### src/rtl/sad_pkg.sv
package sad_pkg;

    typedef enum logic [1:0] {
        SAD_M_MERGE128   = 2'b00,
        SAD_M_ZERO128    = 2'b01,
        SAD_M_FULL256    = 2'b10,
        SAD_M_FULL256_ALT = 2'b11
    } sad_mode_e;

    localparam int SAD_BYTE_W = 8;

    // true when the mode selects the full vector width
    function automatic logic sad_is_full(input sad_mode_e m);
        logic full;
        unique case (m)
            SAD_M_MERGE128:    full = 1'b0;
            SAD_M_ZERO128:     full = 1'b0;
            SAD_M_FULL256:     full = 1'b1;
            SAD_M_FULL256_ALT: full = 1'b1;
            default:           full = 1'b1;
        endcase
        return full;
    endfunction

endpackage

### src/rtl/sad_absdiff.sv
module sad_absdiff #(
    parameter int BYTE_W = 8
) (
    input  logic [BYTE_W-1:0] a_i,
    input  logic [BYTE_W-1:0] b_i,
    output logic [BYTE_W-1:0] d_o
);
    // unsigned magnitude of the difference
    logic a_ge_b;

    always_comb begin
        a_ge_b = (a_i >= b_i);
        if (a_ge_b) begin
            d_o = a_i - b_i;
        end else begin
            d_o = b_i - a_i;
        end
    end
endmodule

### src/rtl/sad_group_sum.sv
module sad_group_sum #(
    parameter int GROUP_N = 8,
    parameter int IN_W    = 8,
    localparam int LEVELS = $clog2(GROUP_N),
    localparam int OUT_W  = IN_W + LEVELS
) (
    input  logic [GROUP_N*IN_W-1:0] terms_i,
    output logic [OUT_W-1:0]        sum_o
);
    // balanced adder tree, one generate block per level; width grows to
    // hold GROUP_N * (2**IN_W - 1) without wrap
    for (genvar lv = 0; lv <= LEVELS; lv++) begin : g_lvl
        localparam int N = GROUP_N >> lv;
        logic [OUT_W-1:0] s [N];
        if (lv == 0) begin : g_leaf
            for (genvar i = 0; i < N; i++) begin : g_in
                assign s[i] = {{(OUT_W-IN_W){1'b0}}, terms_i[i*IN_W +: IN_W]};
            end
        end else begin : g_node
            for (genvar i = 0; i < N; i++) begin : g_add
                assign s[i] = g_lvl[lv-1].s[2*i] + g_lvl[lv-1].s[2*i+1];
            end
        end
    end

    assign sum_o = g_lvl[LEVELS].s[0];
endmodule

### src/rtl/sad_lane_pack.sv
module sad_lane_pack #(
    parameter int LANE_W = 64,
    parameter int SUM_W  = 16,
    parameter int RAW_W  = 11
) (
    input  logic [RAW_W-1:0]  raw_i,
    output logic [LANE_W-1:0] lane_o
);
    // sum word in the low bits, the rest of the lane cleared
    logic [SUM_W-1:0] word;

    assign word   = {{(SUM_W-RAW_W){1'b0}}, raw_i};
    assign lane_o = {{(LANE_W-SUM_W){1'b0}}, word};
endmodule

### src/rtl/sad_unit.sv
module sad_unit
    import sad_pkg::*;
#(
    parameter int NUM_LANES = 4,
    parameter int LANE_W    = 64,
    parameter int SUM_W     = 16,
    localparam int BYTES_PER_LANE = LANE_W / SAD_BYTE_W,
    localparam int DATA_W         = NUM_LANES * LANE_W,
    localparam int HALF_W         = DATA_W / 2,
    localparam int RAW_W          = SAD_BYTE_W + $clog2(BYTES_PER_LANE)
) (
    input  logic              clk,
    input  logic              rst,
    input  logic              in_valid,
    input  logic [1:0]        mode,
    input  logic [DATA_W-1:0] src_a,
    input  logic [DATA_W-1:0] src_b,
    input  logic [DATA_W-1:0] dst_prev,
    output logic              out_valid,
    output logic [DATA_W-1:0] result
);

    sad_mode_e         mode_e;
    logic [DATA_W-1:0] lanes_all;
    logic [DATA_W-1:0] next_result;
    logic              out_valid_q;
    logic [DATA_W-1:0] result_q;

    assign mode_e = sad_mode_e'(mode);

    // one datapath slice per 64-bit lane
    for (genvar l = 0; l < NUM_LANES; l++) begin : g_lane
        logic [LANE_W-1:0] diffs;
        logic [RAW_W-1:0]  raw_sum;
        logic [LANE_W-1:0] packed_lane;

        for (genvar b = 0; b < BYTES_PER_LANE; b++) begin : g_byte
            sad_absdiff #(
                .BYTE_W(SAD_BYTE_W)
            ) u_absdiff (
                .a_i(src_a[l*LANE_W + b*SAD_BYTE_W +: SAD_BYTE_W]),
                .b_i(src_b[l*LANE_W + b*SAD_BYTE_W +: SAD_BYTE_W]),
                .d_o(diffs[b*SAD_BYTE_W +: SAD_BYTE_W])
            );
        end

        sad_group_sum #(
            .GROUP_N(BYTES_PER_LANE),
            .IN_W   (SAD_BYTE_W)
        ) u_sum (
            .terms_i(diffs),
            .sum_o  (raw_sum)
        );

        sad_lane_pack #(
            .LANE_W(LANE_W),
            .SUM_W (SUM_W),
            .RAW_W (RAW_W)
        ) u_pack (
            .raw_i (raw_sum),
            .lane_o(packed_lane)
        );

        assign lanes_all[l*LANE_W +: LANE_W] = packed_lane;
    end

    // upper-half selection by mode
    always_comb begin
        next_result[HALF_W-1:0] = lanes_all[HALF_W-1:0];
        unique case (mode_e)
            SAD_M_MERGE128:    next_result[DATA_W-1:HALF_W] = dst_prev[DATA_W-1:HALF_W];
            SAD_M_ZERO128:     next_result[DATA_W-1:HALF_W] = '0;
            SAD_M_FULL256,
            SAD_M_FULL256_ALT: next_result[DATA_W-1:HALF_W] = lanes_all[DATA_W-1:HALF_W];
            default:           next_result[DATA_W-1:HALF_W] = lanes_all[DATA_W-1:HALF_W];
        endcase
    end

    // output stage
    always_ff @(posedge clk) begin
        if (rst) begin
            out_valid_q <= 1'b0;
        end else begin
            out_valid_q <= in_valid;
        end
    end

    always_ff @(posedge clk) begin
        if (in_valid && !rst) begin
            result_q <= next_result;
        end
    end

    assign out_valid = out_valid_q;
    assign result    = result_q;

endmodule

### config.mk
export PLATFORM = sky130hd
export DESIGN_NAME = sad_unit
export DESIGN_NICKNAME = d
export VERILOG_FILES = /design/src/rtl/sad_pkg.sv /design/src/rtl/sad_absdiff.sv /design/src/rtl/sad_group_sum.sv /design/src/rtl/sad_lane_pack.sv /design/src/rtl/sad_unit.sv
export SDC_FILE = /design/constraint.sdc
export NUM_CORES = 1
export LEC_CHECK = 0
export BUFFER_PORTS_ARGS = -buffer_cell sky130_fd_sc_hd__buf_2
export CAP_MARGIN = 20
export CORE_AREA = 2 2 405 407
export DETAILED_ROUTE_END_ITERATION = 6
export DIE_AREA = 0 0 407 409
export PLACE_DENSITY = 0.51
export SLEW_MARGIN = 10
export SYNTH_ARGS = -nofsm -noshare
export SYNTH_HDL_FRONTEND = slang
export SYNTH_SLANG_ARGS = --single-unit
export TNS_END_PERCENT = 5
### constraint.sdc
create_clock -name clk -period 12.78 [get_ports clk]
set_input_delay 1.278 -clock clk [delete_from_list [all_inputs] [get_ports clk]]
set_output_delay 1.278 -clock clk [all_outputs]
set_load 0.05 [all_outputs]
; Yosys cells after proc, flatten, opt, wreduce, memory -nomap -nowiden
; Index checks and enable logic that the tools add are counted.
[totals]
regBits = 151
inputBits = 773
out_inout_bits = 257
word_cells = 166
[op_classes]
addsub = 92
magnitude_cmp = 32
eq_ne = 3
mux = 33
n_reduce_logical = 4
[ops]
columns = operator, n
row1 = $sub A8 B8 Y8, 64
row2 = $pmux W128 S3, 1
row3 = $ge A8 B8 Y1, 32
row4 = $mux W8, 32
row5 = $add A8 B8 Y9, 16
row6 = $add A11 B11 Y11, 12
row7 = $eq A2 B2 Y1 const B, 2
row8 = $eq A2 B1 Y1 const B, 1
row9 = $logic_not A2 Y1, 1
row10 = $reduce_or A2 Y1, 1
row11 = $logic_and A1 B1 Y1, 1
row12 = $logic_not A1 Y1, 1

; Longest topological paths before layout
[logic_depth]
ltp_word = 6
mapped_depth = 27
ltp_nobuf = 27

; By module
; Synthesis repeated with hierarchy kept, for this count alone.
[hier_totals]
hier_cells = 4196
hier_area_um2 = 39714.3
[modules_own_cells]
columns = mod, instances, cells_per_inst, area_per_inst_um2, seq_area_each_um2
row1 = sad_absdiff, 32, 81, 651.9, 0.0
row2 = sad_unit, 1, 416, 9161.3, 7707.4
row3 = sad_group_sum at g_lane[1].u_sum, 1, 237, 1995.7, 0.0
row4 = sad_group_sum at g_lane[0].u_sum, 1, 236, 1944.4, 0.0
row5 = sad_lane_pack, 4, 65, 484.2, 0.0
row6 = sad_group_sum at g_lane[2].u_sum, 1, 229, 1916.8, 0.0
row7 = sad_group_sum at g_lane[3].u_sum, 1, 226, 1899.3, 0.0

; Worst setup path after synthesis
; OpenSTA, ideal clock, no wires.
[synth_timing]
path_type = input -> register
startpoint = in rst
endpoint = reg result_q[0], in the netlist result[0], enable pin
setup_time_ns = 0.682
arrival_ns = 7.928
required_ns = 12.098
setup_slack_ns = 4.170
path_stages = 1
n_path_buf = 0
path_cell_list = nor2b_1
[synth_via]
elab_chain_cells = 2
[synth_lines]
columns = element, line_no
row1 = start: declaration, sad_unit.sv:13  ; input logic rst,
row2 = $logic_not A1 Y1, sad_unit.sv:89  ; if (in_valid && !rst) begin
row3 = $logic_and A1 B1 Y1, sad_unit.sv:89
row4 = end signal: assignment, sad_unit.sv:90  ; result_q <= next_result;
row5 = end: declaration, sad_unit.sv:27  ; logic [DATA_W-1:0] result_q;
; No other way between the ends.
; A chain may end at the register's enable or synchronous reset.

; Worst setup path in the final report
[layout_timing]
startpoint = in src_a[240]
endpoint = reg result_q[201], in the netlist result[201] (data pin)
[layout_via]
elab_chain_cells = 6
elab_cells_between_ends = 8
classes_between = add/sub (5) / order compare (1) / mux (2)
[layout_lines]
columns = element, line_no
row1 = start: declaration, sad_unit.sv:16  ; input logic [DATA_W-1:0] src_a,
row2 = "$sub A8 B8 Y8, or another cell as far along", sad_absdiff.sv:16  ; d_o = b_i - a_i;
row3 = $mux W8 *, sad_absdiff.sv:13  ; if (a_ge_b) begin
row4 = $add A8 B8 Y9 *, sad_group_sum.sv:21  ; assign s[i] = g_lvl[lv-1].s[2*i] + g_lvl[lv-1].s[2*i+1];
row5 = $add A11 B11 Y11 * (2 in series), sad_group_sum.sv:21
row6 = $pmux W128 S3 *, sad_unit.sv:70  ; unique case (mode_e)
row7 = net next_result[201], sad_unit.sv:25  ; logic [DATA_W-1:0] next_result;
; The timed path passes the listed nets; every way through them passes the cells marked *.

==> impl_metrics.py <==
metrics = {
    "finish": {
        "num-fill-cells": 17800,
        "layout.nets": 6243,
        "fin_util": 0.250,
        "areaGrowthSynthToFinish_pct": 19.9,
        "multi_input_area_sq_um": 25800,
        "seq_area_sq_um": 4520,
        "layout-drive-gt1-share": 0.197,
    },
    "synthesis": {
        "synth_edf_count": 150,
        "yosysMostFrequentCell": "inv_1",
        "synth_top_cell_by_area": "ha_1",
        "synthTopCellsByCount": "inv_1 (746), ha_1 (648), a21oi_1 (375)",
        "ys_seq_area_frac": 0.134,
        "syn_inst": 3927,
        "synth_ff_type": "edfxtp_1",
        "synth_top_area_share": 0.240,
        "syn_area_sq_um": 33800,
        "ys_ff_latch": 151,
        "synth_area_per_cell_sq_um": 8.62,
        "yosys-top-cells-area": "ha_1 (24%), edfxtp_1 (13%), fa_1 (9.0%), inv_1 (8.3%), mux2i_1 (5.8%)",
        "synth_async_sr_flop_share": 0,
        "ys_warn_count": 0,
        "ys_types": 57,
    },
    "min_path": {
        "hp-start": "rst",
        "hp-class": "primary input to flip-flop",
    },
    "drt": {
        "dr.first_iter.drc_count": 1307,
        "vias": 29200,
        "wl_mm": 117,
        "firstDrtPassIters": 5,
        "drt-vias-per-instance": 4.24,
        "drc": 0,
        "ant_nets": 0,
        "wl_per_cell_um": 16.9,
    },
    "place": {
        "portBuffers": 795,
        "gp_congestion": 0.891,
        "dp_hpwl_mm": 104,
    },
    "timing": {
        "period_share": 0.554,
        "timing.final.crit_period_ps": 7080,
        "setup_viol": 0,
        "hold_viol": 0,
        "max_freq_ghz": 0.141,
        "rsz0062_at_grt": "no",
        "finalMaxSlewViolations": 0,
        "tightestPinTransition_ps": 1100,
        "setup_tns_ps": 0,
        "maxSlewHeadroom": 0.262,
    },
    "floorplan": {
        "die-area_sq_um": 166000,
        "die_x_um": 407,
        "core_area_sq_um": 162000,
        "rows": 148,
        "io_pins": 1030,
        "die_h_um": 409,
        "initial_core_util": 0.209,
    },
    "cts": {
        "post_cts_buffers": 0,
        "clk_path_buf_depth": 2,
        "hold_buffers": 0,
        "htree_levels": 4,
        "clk_pin_slew_ps": 70,
        "cts_tree": "done",
        "clockRootBuffer": "clkbuf_16",
        "cts_sinks": 151,
        "post_cts_resized": 0,
        "cts_buffers": 17,
    },
    "global_routing": {
        "grt_max_degree": 90,
        "track_usage": 0.136,
        "grt_pass1_wl_mm": 172,
        "grt_overflow": 0,
        "antenna_found_initial": 66,
        "grt_pass1_vias": 29200,
    },
    "run": {
        "maxCapViolCount": 0,
    },
    "setup_path": {
        "critPathRequiredTime_ps": 13070,
        "endpoint_kind": "flip-flop",
        "startpoint": "src_a[240]",
        "worstSetupStartpointType": "primary input",
        "arrival_ps": 7370,
        "cp_max_fo": 7,
        "crit_type": "primary input to flip-flop",
    },
    "pwr": {
        "vdd_drop_max_v": 0.000513,
        "power.density_nw_per_um2": 303,
        "leakagePower_uw": 0.0211,
    },
    "outcome": {
        "status": "complete, no violations",
    },
}
[report_power, final]
part | leakage, uW | switching [uW] | internal, uW
logic | 0.0195 | 6690 | 3980
registers | 0.00130 | 35.4 | 1030
clock network | 0.000297 | 283 | 296
[cell families after synthesis]
| kind of cell | synth area share |
|---|---|
| xor+xnor | 0.0792 |
| fa+ha+maj | 0.330 |
| buf+inv | 0.116 |
| compound gates | 0.194 |
| mux | 0.0690 |
| simple gates | 0.0787 |
| other cells | 0.000111 |
| flops | 0.134 |
[cell usage in the layout (no fill, tap or decap), types with 8 or more instances in the layout]
cell type    n
a211oi_4    20
a21boi_0    44
a21o_1     173
a21oi_1    375
a21oi_2     23
a221oi_1    10
a22o_1      18
a31oi_1     29
and2_1     128
and4_1      22
buf_2      795
buf_4        9
clkbuf_16   17
conb_1     106
diode_2     33
edfxtp_1   150
fa_1       152
ha_1       648
inv_1      746
mux2_2      33
mux2i_1    196
nand2_1    125
nand2b_1    12
nand3b_1     8
nand4_1     54
nor2_1      84
nor2b_1     19
nor3_1      27
o21a_1      17
o21ai_0    159
o21bai_1    77
o41ai_1     17
xnor2_1    170
xor2_1     136
[per-layer routing]
layer  vias to the layer above  GRT usage  routed length [um]
li1                      14600          -                   -
met1                     13700      0.168               50500
met2                       826      0.229               53800
met3                       142     0.0367                8740
met4                        34     0.0390                3380
met5                         -          0                 234
[worst max-delay path, stage by stage]
cell      delay, ps
buf_2           110
inv_1            50
ha_1            130
inv_1            60
fa_1            390
a21o_1          180
a21oi_2         190
a21oi_1         130
a211oi_4        480
mux2i_1         270
xnor2_1         170
ha_1            300
nor2b_1         140
o21ai_0         180
nand2b_1        110
a21o_1          180
a21oi_1         200
xnor2_1         150
fa_1            540
inv_1            50
fa_1            530
inv_1            40
ha_1            350
nor3_1          240
nor2_1           70
a31oi_1         250
xnor2_1         290
a22o_1          260
[final timing paths]
kind,slack (ps),to,cells after the start
max,5700,result[201],28
min,980,out_valid,2
[state kept, by name, summed over array words and instances, names as in the netlist]
signal,flops
result,150
out_valid,1
[area by class of cell]
cell class | count | area share
multi-input combinational | 2950 | 0.636
sequential | 151 | 0.111
timing repair buffer | 804 | 0.0997
inverter | 746 | 0.0690
tap | 2175 | 0.0671
clock buffer | 18 | 0.0106
clock inverter | 14 | 0.00450
antenna | 33 | 0.00204
[stage by stage]
| step | hold slack (ps) | setup slack, ps | power, uW | instance area [sq um] | instances |
|---|---|---|---|---|---|
| 6_report | 978 | 5700 | 12300 | 40600 | 6891 |
| 2_1_floorplan | 1350 | 4170 | 8310 | 34200 | 4032 |
| 3_5_place_dp | 1530 | 4970 | 11800 | 39900 | 6826 |
| 3_3_place_gp | 1510 | 4930 | 11700 | 39900 | 6826 |
| 4_1_cts | 928 | 5550 | 12500 | 40500 | 6858 |
| 5_1_grt | 949 | 5120 | 13700 | 40500 | 6870 |
No activity file was read; power rests on OpenSTA's default activity.
